[src/rtl/op2_shifter.sv]
module op2_shifter #(
  parameter int WIDTH = 32
) (
  input  logic [11:0]      instr_op,
  input  logic             imm_sel,
  input  logic [WIDTH-1:0] rm_val,
  input  logic [WIDTH-1:0] rs_val,
  input  logic             c_in,
  output logic [WIDTH-1:0] op2,
  output logic             c_out
);
  localparam int SHW = $clog2(WIDTH);

  function automatic logic [WIDTH-1:0] rotr(input logic [WIDTH-1:0] v, input logic [SHW-1:0] r);
    logic [2*WIDTH-1:0] d;
    d = {v, v} >> r;
    return d[WIDTH-1:0];
  endfunction

  logic [SHW-1:0]   imm_rot;
  logic [WIDTH-1:0] imm_val;
  logic [7:0]       amt;
  logic [WIDTH:0]   lsl_w, lsr_w, asr_w;
  logic [WIDTH-1:0] ror_v;

  assign imm_rot = SHW'({instr_op[11:8], 1'b0});
  assign imm_val = rotr(WIDTH'(instr_op[7:0]), imm_rot);

  assign amt   = instr_op[4] ? rs_val[7:0] : {3'b000, instr_op[11:7]};
  assign lsl_w = {1'b0, rm_val} << amt;
  assign lsr_w = {rm_val, 1'b0} >> amt;
  assign asr_w = $signed({rm_val, 1'b0}) >>> amt;
  assign ror_v = rotr(rm_val, amt[SHW-1:0]);

  always_comb begin
    op2   = rm_val;
    c_out = c_in;
    if (imm_sel) begin
      op2   = imm_val;
      c_out = (instr_op[11:8] == 4'd0) ? c_in : imm_val[WIDTH-1];
    end else if (amt != 8'd0) begin
      case (instr_op[6:5])
        2'b00: {c_out, op2} = lsl_w;
        2'b01: {op2, c_out} = lsr_w;
        2'b10: {op2, c_out} = asr_w;
        default: begin
          op2   = ror_v;
          c_out = ror_v[WIDTH-1];
        end
      endcase
    end
  end
endmodule

[config.mk]
export PLATFORM = sky130hd
export DESIGN_NAME = op2_shifter
export DESIGN_NICKNAME = d
export VERILOG_FILES = /design/src/rtl/op2_shifter.sv
export SDC_FILE = /design/constraint.sdc
export NUM_CORES = 1
export LEC_CHECK = 0
export ABC_AREA = 0
export BUFFER_PORTS_ARGS = -buffer_cell sky130_fd_sc_hd__buf_2
export CELL_PAD_IN_SITES_DETAIL_PLACEMENT = 0
export CELL_PAD_IN_SITES_GLOBAL_PLACEMENT = 1
export CORE_MARGIN = 10
export CORE_UTILIZATION = 42
export DETAILED_ROUTE_END_ITERATION = 6
export PLACE_DENSITY = 0.89
export SYNTH_ARGS = -nofsm -noshare
export SYNTH_HDL_FRONTEND = slang
export SYNTH_SLANG_ARGS = --single-unit
[constraint.sdc]
create_clock -name vclk -period 6.3
set_input_delay 1.26 -clock vclk [all_inputs]
set_output_delay 1.26 -clock vclk [all_outputs]
set_load 0.03 [all_outputs]
# --- Yosys cells after proc, flatten, opt, wreduce, memory -nomap -nowiden ---
# Cells that the tools add are included.
op_classes:
  n_mux: 8
  shifts: 5
  n_eq_ne: 2
  reduce_logical: 3
op_table:
  columns: ["operator", "n"]
  rows:
  - ["32-bit case mux with 3 select lines", 1]
  - ["32-bit two-way mux", 2]
  - ["64-bit by 5-bit >> shifter with 32-bit output", 1]
  - ["40-bit by 5-bit >> shifter with 32-bit output", 1]
  - ["32-bit by 8-bit left shift with 33-bit output", 1]
  - ["33-bit by 8-bit >> shifter with 33-bit output", 1]
  - ["33-bit by 8-bit >>> shifter with 33-bit output", 1]
  - ["8-bit two-way mux", 1]
  - ["8-bit nonzero test", 1]
  - ["4-bit zero test", 1]
  - ["1-bit two-way mux", 3]
  - ["1-bit case mux with 3 select lines", 1]
  - ["2-bit by 1-bit == test with 1-bit output (second input constant)", 1]
  - ["2-bit == test (second input constant)", 1]
  - ["2-bit zero test", 1]
totals:
  regBits: 0
  inputBits: 78

# --- Depth between registers and ports, before layout ---
logic_depth:
  word_depth: 5
  depth_mapped: 14

# --- Worst setup path after synthesis ---
# OpenSTA, ideal clock, no wires.
synth_path:
  path_kind: "in2out"
  start: "input port instr_op[7]"
  end: "output port op2[25]"
  arrival_time_ps: 3925
  path_buffers: 4
  setup_slack_ps: 1115
  stages: 11
  path_cell_list: "buf_2 -> mux2_4 -> buf_6 -> buf_6 -> buf_2 -> nor4_1 -> a21oi_1 -> o21ai_0 -> nor4_1 -> o211ai_1 -> a21boi_0"
synth_between:
  elab_chain_cells: 5
  elab_cells_between_ends: 10
synth_lines:
  columns: ["element", "line_no", "source"]
  rows:
  - ["from (decl)", "4", "input logic [11:0] instr_op,"]
  - ["8-bit two-way mux", "29", "assign amt = instr_op[4] ? rs_val[7:0] : {3'b000, instr_op[11:7]};"]
  - ["33-bit by 8-bit >>> shifter with 33-bit output (tied with other cells)", "32", "assign asr_w = $signed({rm_val, 1'b0}) >>> amt;"]
  - ["32-bit case mux with 3 select lines", "42", "case (instr_op[6:5])"]
  - ["32-bit two-way mux", "41", "end else if (amt != 8'd0) begin"]
  - ["32-bit two-way mux *", "38", "if (imm_sel) begin"]
  - ["to (decl)", "9", "output logic [WIDTH-1:0] op2,"]
# Mark *: on every way between the ends. The rest lies on a longest branch, timed or not.

# --- Worst setup path in the final report ---
layout_path:
  start: "input port instr_op[4]"
  end: "output port op2[25]"
layout_between:
  elab_chain_cells: 5
  elab_cells_between_ends: 9
layout_lines:
  columns: ["element", "line_no"]
  rows:
  - ["8-bit two-way mux *", "29"]
  - ["33-bit by 8-bit >>> shifter with 33-bit output (tied with other cells)", "32"]
  - ["32-bit case mux with 3 select lines", "42"]
  - ["32-bit two-way mux *", "41"]
  - ["32-bit two-way mux *", "38"]
# Marked as above.

==> impl_metrics.tcl <==
set metrics [dict create \
    grt_use_total_pct 39.6 \
    fin_area_um2 8380 \
    fin_nets 1272 \
    setup_viol 0 \
    crit_fanout 22 \
    syn_avg_cell_area_um2 6.55 \
    syn-cell-area_um2 7500 \
    synthXorXnorAreaFrac_pct 0 \
    tightestPinTransition_ns 0.979 \
    status "complete, but fails checks" \
    met1Wirelength_mm 18.5 \
    finalHoldViolations 0 \
    clock_buffers 0 \
    mostFrequentLayoutCells "127 x nand2_1, 123 x mux2i_1, 107 x nor2_1" \
    hold_end "c_out" \
    wire_per_inst_um 35.5 \
    chipWidth_um 154 \
    met3_length_mm 7.96 \
    period_share_pct 98.1 \
    synth-compound-area-share_pct 41.9 \
    cp_slowest_cell "mux2i_1" \
    hp-start "c_in" \
    slowest_delay_ns 0.78 \
    worstSetupPathType "input port to primary output" \
    synth-seq-area-share_pct 0 \
    drive_gt1_share_pct 20.4 \
    rows 48 \
    grt_max_degree 55 \
    place_hpwl_mm 38.7 \
    min_path_type "input port to primary output" \
    whs_path_depth 5 \
    holdBufCountCts 0 \
    critPathArrivalTime_ns 4.92 \
    max_freq_ghz 0.162 \
    multi_input_area_um2 6850 \
    nFlopsAndLatches 0 \
    synthAdderAreaFrac_pct 0 \
    max_slew_margin_pct 32.8 \
    endpoint_kind "primary output" \
    top_layer "met5" \
    dp_cells 1417 \
    cp.required_ns 5.04 \
    ys_types 77 \
    fin_util_pct 48.1 \
    seq_area_um2 0 \
    start_kind "input port" \
    vias_per_cell 7.97 \
    drc_errors 3 \
    maxCapViolations 0 \
    initial_utilization_pct 43.1 \
    grt_pass1_wl_mm 72.6 \
    drt_first_pass_iters 7 \
    gp_congestion 1.20 \
    vias 11300 \
    placed_cell_area_um2 8380 \
    final_common_cell "nand2_1" \
    rsz0062_at_grt "no" \
    port-buffer-count 87 \
    drt_iter0_markers 2369 \
    io_pins 111 \
    syn_to_final_growth_pct 11.7 \
    stdcell_count 1418 \
    failed_checks "DRC" \
    setup-tns-final_ns 0 \
    synth_top_family_by_area "compound AO/OA/AOI/OAI gates" \
    period_needed_ns 6.18 \
    grt_pass1_vias 10400 \
    ys_warn_count 0 \
    report.final.slew_viol_count 0 \
    wl_met2_mm 19.5 \
    synth_fp_nets 1223 \
    syn_inst 1145 \
    die_h_um 154 \
    totalWireLength_mm 50.4 \
    synth_mux_area_share_pct 27.6 \
    fillers 1825 \
    die-area_um2 23600 \
    ant_nets 0 \
    coreArea_um2 17400 \
    cts_resized 0 \
    grt_overflow 0 \
    antenna_found_initial 2 \
    synthSimpleGateAreaFrac_pct 21.2 \
    crit_chain "buf_2 > mux2_4 > buf_4 > mux4_2 > mux2i_1 > mux2i_1 > nor2_1 > nor2_1 > o21ai_0 > a21boi_0 > buf_2" \
    post_cts_buffers 0 \
]
## worst max-delay path: cells and delay by family
kind / cells / cell delay, ns
AOI/OAI and AO/OA: 2 / 0.49
muxes: 4 / 2.09
buffers and inverters: 3 / 0.83
and+or+nand+nor: 2 / 0.23
## final cells by class
type               instances  share of cell area, %
multi-input cells        985                   81.8
repair buffers           176                   13.5
well taps                225                   3.36
inverters                 31                   1.39
diodes                     1                 0.0299
## how the worst max path moves through the flow
stage	slack (ns)	endpoint	start
after floorplan	1.11	op2[25]	instr_op[7]
after global placement	0.41	op2[19]	instr_op[4]
after detailed placement	0.43	op2[25]	instr_op[4]
after CTS	0.44	op2[25]	instr_op[4]
after global routing	0.09	op2[17]	instr_op[4]
final	0.12	op2[25]	instr_op[4]
## cells by family (layout without fill, tap and decap cells)
kind of cell	Yosys count	in the layout
AOI/OAI and AO/OA	459	459
and+or+nand+nor	354	354
buffers and inverters	160	207
other	0	1
muxes	172	172
## Yosys cell counts, types with 4 or more instances
master     count  area, um^2
o311ai_0       4        35.0
a221o_1        5        50.1
o21ai_1       15        75.1
buf_2         28         140
a22oi_1       38         285
inv_1         29         109
a32oi_1        7        61.3
a31oi_1       23         144
mux2i_1      126        1260
a21oi_1       52         260
o221ai_1      17         149
and2_1         6        37.5
or2_2          8        50.1
o32ai_1       14         123
a221oi_1      19         166
mux4_2        25         563
nand2_1      127         477
clkbuf_1      82         308
o211ai_1      18         135
mux2_2        17         191
a2bb2oi_1      6        52.6
o21a_1         7        52.6
o22a_1         4        35.0
nand2b_1       7        43.8
nand3_1       18        90.1
a222oi_1       7        70.1
o22ai_1       73         457
nor4_1         7        43.8
o31ai_1        8        60.1
a211oi_1      17         128
nor2_1       107         402
or3_1          6        37.5
buf_6          7        78.8
a211o_1        5        43.8
o21ai_0       83         415
a21boi_0       4        30.0
buf_1          9        33.8
nor3_1        41         205
## metal layers
metal / up-vias / global-route usage [%]
met1: 5244 / 51.1
li1: 4597 / -
met4: 2 / 25.3
met5: - / 0
met3: 290 / 13.4
met2: 1171 / 54.8
## through the flow
step / hold WS, ns / setup slack, ns
floorplan: 2.89 / 1.11
global placement: 3.09 / 0.408
detailed placement: 3.07 / 0.428
CTS: 3.09 / 0.435
global route: 3.13 / 0.0880
finish: 3.08 / 0.119
